===== config.mk =====
export PLATFORM = sky130hd
export DESIGN_NAME = i2s_pcm_serializer
export DESIGN_NICKNAME = d
export VERILOG_FILES = /design/src/rtl/i2stx_pkg.sv /design/src/rtl/i2stx_sync.sv /design/src/rtl/i2stx_slot_track.sv /design/src/rtl/i2stx_hold.sv /design/src/rtl/i2stx_shifter.sv /design/src/rtl/i2s_pcm_serializer.sv
export SDC_FILE = /design/constraint.sdc
export NUM_CORES = 1
export LEC_CHECK = 0
export CAP_MARGIN = 15
export CORE_ASPECT_RATIO = 2
export CORE_MARGIN = 2
export CORE_UTILIZATION = 48
export DETAILED_ROUTE_END_ITERATION = 6
export DONT_BUFFER_PORTS = 1
export SYNTH_ARGS = -nofsm -noshare
export SYNTH_HDL_FRONTEND = slang
export SYNTH_SLANG_ARGS = --single-unit

===== constraint.sdc =====
create_clock -name clk -period 2.4 [get_ports clk]
set_clock_uncertainty 0.1 [all_clocks]
set_input_delay 0.24 -clock clk [delete_from_list [all_inputs] [get_ports clk]]
set_output_delay 0.24 -clock clk [all_outputs]
set_load 0.005 [all_outputs]

===== src/rtl/i2stx_pkg.sv =====
package i2stx_pkg;

   typedef enum logic {
      CH_LEFT  = 1'b0,
      CH_RIGHT = 1'b1
   } chan_e;

   localparam int NUM_CH = 2;

   typedef struct packed {
      logic  rise;
      logic  fall;
      logic  start;
      chan_e chan;
   } bclk_evt_t;

endpackage


===== src/rtl/i2stx_sync.sv =====
module i2stx_sync #(
   parameter int STAGES = 2
) (
   input  logic clk,
   input  logic rst_n,
   input  logic d_i,
   output logic q_o
);

   if (STAGES < 2) begin : g_bad_stages
      $error("i2stx_sync: STAGES must be at least 2");
   end

   logic [STAGES-1:0] chain_q;

   always_ff @(posedge clk or negedge rst_n) begin
      if (!rst_n) begin
         chain_q <= '0;
      end else begin
         chain_q <= {chain_q[STAGES-2:0], d_i};
      end
   end

   assign q_o = chain_q[STAGES-1];

endmodule


===== src/rtl/i2stx_slot_track.sv =====
module i2stx_slot_track
   import i2stx_pkg::*;
#(
   parameter int SYNC_STAGES = 2
) (
   input  logic      clk,
   input  logic      rst_n,
   input  logic      bclk_i,
   input  logic      ws_i,
   output bclk_evt_t evt_o
);

   logic bclk_s, ws_s;
   logic bclk_q;
   logic ws_cur_q;
   logic pend_q;
   logic rise_w, fall_w;

   i2stx_sync #(.STAGES(SYNC_STAGES)) u_sync_bclk (
      .clk   (clk),
      .rst_n (rst_n),
      .d_i   (bclk_i),
      .q_o   (bclk_s)
   );

   i2stx_sync #(.STAGES(SYNC_STAGES)) u_sync_ws (
      .clk   (clk),
      .rst_n (rst_n),
      .d_i   (ws_i),
      .q_o   (ws_s)
   );

   assign rise_w = bclk_s & ~bclk_q;
   assign fall_w = ~bclk_s & bclk_q;

   // Word select is sampled at rising edges, where it is stable; a change
   // arms a slot start that fires on the next falling edge.
   always_ff @(posedge clk or negedge rst_n) begin
      if (!rst_n) begin
         bclk_q   <= 1'b0;
         ws_cur_q <= 1'b0;
         pend_q   <= 1'b0;
      end else begin
         bclk_q <= bclk_s;
         if (rise_w) begin
            pend_q   <= (ws_s != ws_cur_q);
            ws_cur_q <= ws_s;
         end else if (fall_w) begin
            pend_q <= 1'b0;
         end
      end
   end

   assign evt_o.rise  = rise_w;
   assign evt_o.fall  = fall_w;
   assign evt_o.start = fall_w & pend_q;
   assign evt_o.chan  = chan_e'(ws_cur_q);

   // checker state: starts seen since word select last changed level
   logic [1:0] starts_in_lvl_q;
   logic       ws_lvl_q;

   always_ff @(posedge clk or negedge rst_n) begin
      if (!rst_n) begin
         starts_in_lvl_q <= '0;
         ws_lvl_q        <= 1'b0;
      end else begin
         ws_lvl_q <= ws_s;
         if (ws_s != ws_lvl_q) begin
            starts_in_lvl_q <= '0;
         end else if (evt_o.start && starts_in_lvl_q != 2'd3) begin
            starts_in_lvl_q <= starts_in_lvl_q + 2'd1;
         end
      end
   end


   one_start_per_slot_chk: assert property (@(posedge clk) disable iff (!rst_n)
      evt_o.start |-> (starts_in_lvl_q == 2'd0));

endmodule


===== src/rtl/i2stx_hold.sv =====
module i2stx_hold #(
   parameter int W   = 16,
   parameter int NCH = 2
) (
   input  logic         clk,
   input  logic         rst_n,
   input  logic [NCH-1:0] load_i,
   input  logic [W-1:0] data_i [NCH],
   output logic [W-1:0] held_o [NCH]
);

   if (NCH < 1) begin : g_bad_nch
      $error("i2stx_hold: NCH must be at least 1");
   end

   for (genvar c = 0; c < NCH; c++) begin : g_ch
      always_ff @(posedge clk or negedge rst_n) begin
         if (!rst_n) begin
            held_o[c] <= '0;
         end else if (load_i[c]) begin
            held_o[c] <= data_i[c];
         end
      end


      load_takes_chk: assert property (@(posedge clk) disable iff (!rst_n)
         load_i[c] |=> (held_o[c] == $past(data_i[c])));


      no_load_keeps_chk: assert property (@(posedge clk) disable iff (!rst_n)
         !load_i[c] |=> $stable(held_o[c]));
   end

endmodule


===== src/rtl/i2stx_shifter.sv =====
module i2stx_shifter
   import i2stx_pkg::*;
#(
   parameter int W   = 16,
   parameter int NCH = 2
) (
   input  logic         clk,
   input  logic         rst_n,
   input  bclk_evt_t    evt_i,
   input  logic [W-1:0] held_i [NCH],
   output logic         sdata_o
);

   localparam int CNT_W = $clog2(W + 2);
   localparam logic [CNT_W-1:0] CNT_SAT = CNT_W'(W + 1);
   localparam logic [CNT_W-1:0] CNT_LIM = CNT_W'(W);

   if (W < 2) begin : g_bad_w
      $error("i2stx_shifter: W must be at least 2");
   end

   logic [W-1:0] word_w;
   logic [W-1:0] shreg_q;

   assign word_w = held_i[int'(evt_i.chan)];

   // zero fill into the shifter makes long slots pad with 0 and lets a new
   // start simply overwrite a partly sent short slot
   always_ff @(posedge clk or negedge rst_n) begin
      if (!rst_n) begin
         shreg_q <= '0;
         sdata_o <= 1'b0;
      end else if (evt_i.fall) begin
         if (evt_i.start) begin
            sdata_o <= word_w[W-1];
            shreg_q <= {word_w[W-2:0], 1'b0};
         end else begin
            sdata_o <= shreg_q[W-1];
            shreg_q <= {shreg_q[W-2:0], 1'b0};
         end
      end
   end

   // checker state: bits driven since the last slot start (saturating)
   logic [CNT_W-1:0] sent_q;

   always_ff @(posedge clk or negedge rst_n) begin
      if (!rst_n) begin
         sent_q <= CNT_SAT;
      end else if (evt_i.fall) begin
         if (evt_i.start) begin
            sent_q <= CNT_W'(1);
         end else if (sent_q != CNT_SAT) begin
            sent_q <= sent_q + CNT_W'(1);
         end
      end
   end


   out_stable_chk: assert property (@(posedge clk) disable iff (!rst_n)
      !evt_i.fall |=> $stable(sdata_o));


   pad_zero_chk: assert property (@(posedge clk) disable iff (!rst_n)
      (evt_i.fall && !evt_i.start && sent_q >= CNT_LIM) |=> !sdata_o);


   reset_low_chk: assert property (@(posedge clk)
      !rst_n |=> !sdata_o);

endmodule


===== src/rtl/i2s_pcm_serializer.sv =====
module i2s_pcm_serializer
   import i2stx_pkg::*;
#(
   parameter int SAMPLE_W    = 16,
   parameter int SYNC_STAGES = 2
) (
   input  logic                clk,
   input  logic                rst_n,
   input  logic                bit_clk,
   input  logic                word_sel,
   input  logic [SAMPLE_W-1:0] rx_sample,
   input  logic                rx_load,
   input  logic [SAMPLE_W-1:0] tx_sample,
   input  logic                tx_load,
   output logic                ser_data
);

   if (SAMPLE_W < 2) begin : g_bad_sample_w
      $error("i2s_pcm_serializer: SAMPLE_W must be at least 2");
   end

   bclk_evt_t           evt;
   logic [NUM_CH-1:0]   load_v;
   logic [SAMPLE_W-1:0] data_a [NUM_CH];
   logic [SAMPLE_W-1:0] held_a [NUM_CH];

   // channel index 0 = left (receive path), 1 = right (transmit path)
   assign load_v[int'(CH_LEFT)]  = rx_load;
   assign load_v[int'(CH_RIGHT)] = tx_load;
   assign data_a[int'(CH_LEFT)]  = rx_sample;
   assign data_a[int'(CH_RIGHT)] = tx_sample;

   i2stx_slot_track #(.SYNC_STAGES(SYNC_STAGES)) u_track (
      .clk    (clk),
      .rst_n  (rst_n),
      .bclk_i (bit_clk),
      .ws_i   (word_sel),
      .evt_o  (evt)
   );

   i2stx_hold #(.W(SAMPLE_W), .NCH(NUM_CH)) u_hold (
      .clk    (clk),
      .rst_n  (rst_n),
      .load_i (load_v),
      .data_i (data_a),
      .held_o (held_a)
   );

   i2stx_shifter #(.W(SAMPLE_W), .NCH(NUM_CH)) u_shift (
      .clk     (clk),
      .rst_n   (rst_n),
      .evt_i   (evt),
      .held_i  (held_a),
      .sdata_o (ser_data)
   );

endmodule


Word-level counts from Yosys, hierarchy flattened

Cells that the tools add are included.
Widths: inputs -> output; s select.

Register bits: 56
Output and inout bits: 1
Bits of input ports: 38

Reductions and logical operators: 1
Eq/ne operators: 1
Bitwise logic cells: 6
Magnitude comparators: 1
Mux-type cells: 7

Operators with widths:

| operator            | number |
|---|---|
| $mux 16             | 4 |
| $ge 32x2->1 const B | 1 |
| $not 1->32          | 1 |
| $and 1x1->1         | 3 |
| $mux 1              | 3 |
| $not 1->1           | 2 |
| $reduce_bool 2->1   | 1 |
| $ne 1x1->1          | 1 |

Longest topological paths before layout

Word-level depth: 5
Gate-level depth with buffers: 5
Mapped depth without buffers: 4

By module

A second synthesis with hierarchy kept.

Cell total of the unflattened synthesis: 175
Area total of the unflattened synthesis: 2581.2 um^2

Modules (own cells, without submodules):

| module           | times used | cells an instance | sequential area each (um^2) | area an instance (um^2) |
|---|---|---|---|---|
| i2stx_hold       | 1          | 68                | 800.8                       | 1298.7 |
| i2stx_shifter    | 1          | 87                | 400.4                       | 1007.2 |
| i2stx_slot_track | 1          | 16                | 75.1                        | 175.2 |
| i2stx_sync       | 2          | 2                 | 50.0                        | 50.0 |

Worst setup path before layout

No wires, ideal clock.

Kind: register -> register
From: register u_track.u_sync_bclk.chain_q[1]
To: register u_shift.shreg_q[10]
Arrival time: 1.006 ns
Clock period less this slack: 1.233 ns
Slack: 1.167 ns
Cell stages (with the launch flop): 6
Library setup time: 0.127 ns
Buffers on the path: 1
Cells stage by stage: dfrtp_1 inv_1 ha_1 clkbuf_1 nand2b_1 o211ai_2

Cells in the longest elaborated chain, start to end: 4

RTL lines:

| what                   | line                   | text |
|---|---|---|
| from (decl)            | i2stx_sync.sv:14       | `logic [STAGES-1:0] chain_q;` |
| from (signal assigned) | i2stx_sync.sv:20       | `chain_q <= {chain_q[STAGES-2:0], d_i};` |
| $not 1->1 (*)          | i2stx_slot_track.sv:34 | `assign fall_w = ~bclk_s & bclk_q;` |
| $and 1x1->1 (*)        | i2stx_slot_track.sv:34 |  |
| net u_track.fall_w     | i2stx_slot_track.sv:17 | `logic rise_w, fall_w;` |
| $and 1x1->1            | i2stx_slot_track.sv:56 | `assign evt_o.start = fall_w & pend_q;` |
| $mux 16                | i2stx_shifter.sv:34    | `if (evt_i.start) begin` |
| to (signal assigned)   | i2stx_shifter.sv:36    | `shreg_q <= {word_w[W-2:0], 1'b0};` |
| to (signal assigned)   | i2stx_shifter.sv:39    | `shreg_q <= {shreg_q[W-2:0], 1'b0};` |
| to (decl)              | i2stx_shifter.sv:23    | `logic [W-1:0] shreg_q;` |

The timed path passes the listed nets; every way through them passes the cells marked *.
A chain may end at the register's enable or synchronous reset.

Final worst setup path

From: register u_track.u_sync_bclk.chain_q[1]
To: register u_shift.shreg_q[5]

Same word-level chain as after synthesis.

==> run_results.csv <==
group,metric,value,unit
outcome,status,"completed",
placed_design,place_area,2430,µm²
worst_setup_path,r2r_cells,4,
layout,drive_gt1_share,21.6,%
layout,post-route-util,65.2,%
route,ant_nets,0,
clock_network,cts_buffer_depth,2,
worst_setup_path,worstReg2RegStart,"u_track.u_sync_bclk.chain_q[1]",
die,start_util,49.9,%
grt,grt_pass1_wl,7780,µm
worst_setup_path,r2r_slack,0.76,ns
clock_network,cts-root-buf,"clkbuf_8",
synth,syn_area,2450,µm²
sta,tightest_slew,0.475,ns
layout,nNetsFinal,277,
synth,synth-seq-cells,55,
placed_design,place.gp.congestion,0.730,
grt,grt_max_degree,56,
sta,fin_hold_ws,0.256,ns
die,io_pins,39,
die,die_y,105,µm
sta,rsz0062_at_grt,"no",
flow_run,cap_violations,0,
worst_setup_path,path_max_fanout,16,
synth,synth_fp_nets,211,
grt,overflow,0,
power_and_ir_drop,leakage,1.38,nW
synth,ys_async_sr_fraction,100,%
die,std_cell_rows,36,
layout,syn_to_final_growth,30.7,%
grt,antenna_found_initial,0,
placed_design,dp_hpwl,2720,µm
route,first_pass_iters,4,
synth,synthTopCellsByArea,"dfrtp_1, mux2_2, mux2i_1",
worst_setup_path,worstSetupEndpoint,"u_shift.shreg_q[5]",
worst_setup_path,cp-start-kind,"flip-flop",
synth,avgSynthCellArea,14.3,µm²
sta,setup_violations,0,
grt,grt.total_usage,18.8,%
clock_network,cts_tree,"yes",
route,drt-total-wl,4720,µm
synth,ys_top_cells_by_count,"dfrtp_1, mux2_2, mux2i_1, nand2b_1, nand3b_1",
die,core,4910,µm²
layout,stdcell_count,293,
min_path,min_path_type,"reg -> reg",
die,fp.dieW,54.5,µm
sta,tns,0,ns
synth,synth_edf_count,0,
route,drt-initial-drc-count,34,
layout,fill_cells,409,
sta,maxSlewViolCount,0,
route,vias_per_cell,5.25,
route,routedWlPerCell,16.1,µm
worst_setup_path,crit-reg2reg-capture,"u_shift.shreg_q[5]",
sta,slew_headroom,68.3,%
clock_network,clock_latency,0.30,ns
placed_design,dp_cells,219,
synth,synth_largest_area_cell,"dfrtp_1",
clock_network,cts_setup_buffers,0,
worst_setup_path,cp.arrival,1.76,ns
worst_setup_path,worstSetupPathType,"reg -> reg",
clock_network,numCtsBuffers,5,
worst_setup_path,crit_start,"u_track.u_sync_bclk.chain_q[1]",
route,vias,1539,
synth,synth.most_common_cell,"dfrtp_1",
clock_network,cts.sinks,55,
die,die_area,5730,µm²
synth,ys_seq_area_share,56.2,%
synth,synth_cell_type_count,18,
sta,max_freq,0.609,GHz
power_and_ir_drop,p_per_area,642,nW/µm²
sta,period_needed,1.64,ns
synth,synth-warning-count,0,
power_and_ir_drop,ir_drop,0.459,mV
clock_network,h-tree-depth,2,
worst_setup_path,end_kind,"flip-flop",
layout,stdcell_area,3200,µm²
synth,synth_top_area_share,56.2,%
sta,hold_viol_final,0,
grt,grt_pass1_vias,1720,
worst_setup_path,required,2.52,ns
placed_design,io_buffer_count,0,
clock_network,clk_pin_slew,0.09,ns
synth,synth_ff_type,"dfrtp_1",
layout,diodes,0,
route,drc,0,
sta,period_share,68.4,%
synth,syn_inst,171,
## where the power goes
part | switching [W] | total [W] | internal [W]
sequential | 0.0000960 | 0.00116 | 0.00107
combinational | 0.000145 | 0.000419 | 0.000273
clock | 0.000279 | 0.000475 | 0.000196
total | 0.000520 | 0.00206 | 0.00154
## per-stage QoR
| step | total power (W) | setup WS, ns |
|---|---|---|
| 2_1_floorplan | 0.00142 | 1.17 |
| 3_3_place_gp | 0.00144 | 0.784 |
| 3_5_place_dp | 0.00145 | 0.753 |
| 4_1_cts | 0.00208 | 0.735 |
| 5_1_grt | 0.00216 | 0.607 |
| 6_report | 0.00206 | 0.758 |
## per-layer routing
layer	part of all wire, %	vias to the layer above	global-route usage, %	routed length (µm)
li1	-	727	-	-
met4	1.8	0	7.50	87
met3	2.9	7	3.71	136
met1	39	777	20.6	1820
met2	57	28	33.2	2680
met5	0	-	0	0
## flip-flops by register name, summed over array words and instances (netlist names)
name and cells:
u_hold.held_o 32, u_shift.shreg_q 15, u_track.u_sync_bclk.chain_q 2, u_track.u_sync_ws.chain_q 2, u_shift.sdata_o 1, u_track.bclk_q 1
u_track.pend_q 1, u_track.ws_cur_q 1
## logic make-up (layout without fill, tap and decap cells)
logic type,Yosys count,after routing,share of synthesized area (%)
mux,49,49,21.7
compound gates,17,17,6.89
flops,55,55,56.2
buf+inv,14,79,4.75
xor+xnor,1,1,0.358
simple gates,33,33,9.09
fa+ha+maj,2,2,1.02
## final cells by class
class	instances	area [µm²]	share of cell area, %
Sequential cell	55	1380	43.0
Timing Repair Buffer	70	713	22.3
Inverter	3	11.3	0.352
Multi-Input combinational cell	102	957	29.9
Clock buffer	6	72.6	2.27
Tap cell	57	71.3	2.23
## how the worst min path moves through the flow
stage	start	end	slack, ns	depth (start not counted)
final	u_track.u_sync_ws.chain_q[0]	u_track.u_sync_ws.chain_q[1]	0.26	0
after global placement	rst_n	u_hold.held_o[8]	-0.15	0
after global routing	u_track.u_sync_ws.chain_q[0]	u_track.u_sync_ws.chain_q[1]	0.27	0
after floorplan	rst_n	u_hold.held_o[0]	-0.16	0
after CTS	u_track.u_sync_ws.chain_q[0]	u_track.u_sync_ws.chain_q[1]	0.26	0
after detailed placement	rst_n	u_hold.held_o[24]	-0.15	0
## cell usage in the layout, fill, tap and decap left out, drive strengths merged
| cell type | count |
|---|---|
| nand2 | 2 |
| mux2 | 33 |
| nand3b | 15 |
| inv | 3 |
| mux2i | 16 |
| ha | 2 |
| o21ai | 1 |
| dfrtp | 55 |
| xnor2 | 1 |
| dlygate4sd3 | 67 |
| clkbuf | 6 |
| nand2b | 16 |
| o22ai | 1 |
| buf | 3 |
| o211ai | 15 |
## repair_timing
item                                   4_1_cts  5_1_grt
endpoints found under the hold margin       89        0
hold buffers                                68        0
gates resized for setup                      0        0
## critical path, stage by stage (launching register included)
cell      delay [ns]
dfrtp_1         0.41
inv_1           0.06
ha_1            0.36
nand2_2         0.35
o211ai_1        0.27
(Power assumes the default switching activity.)
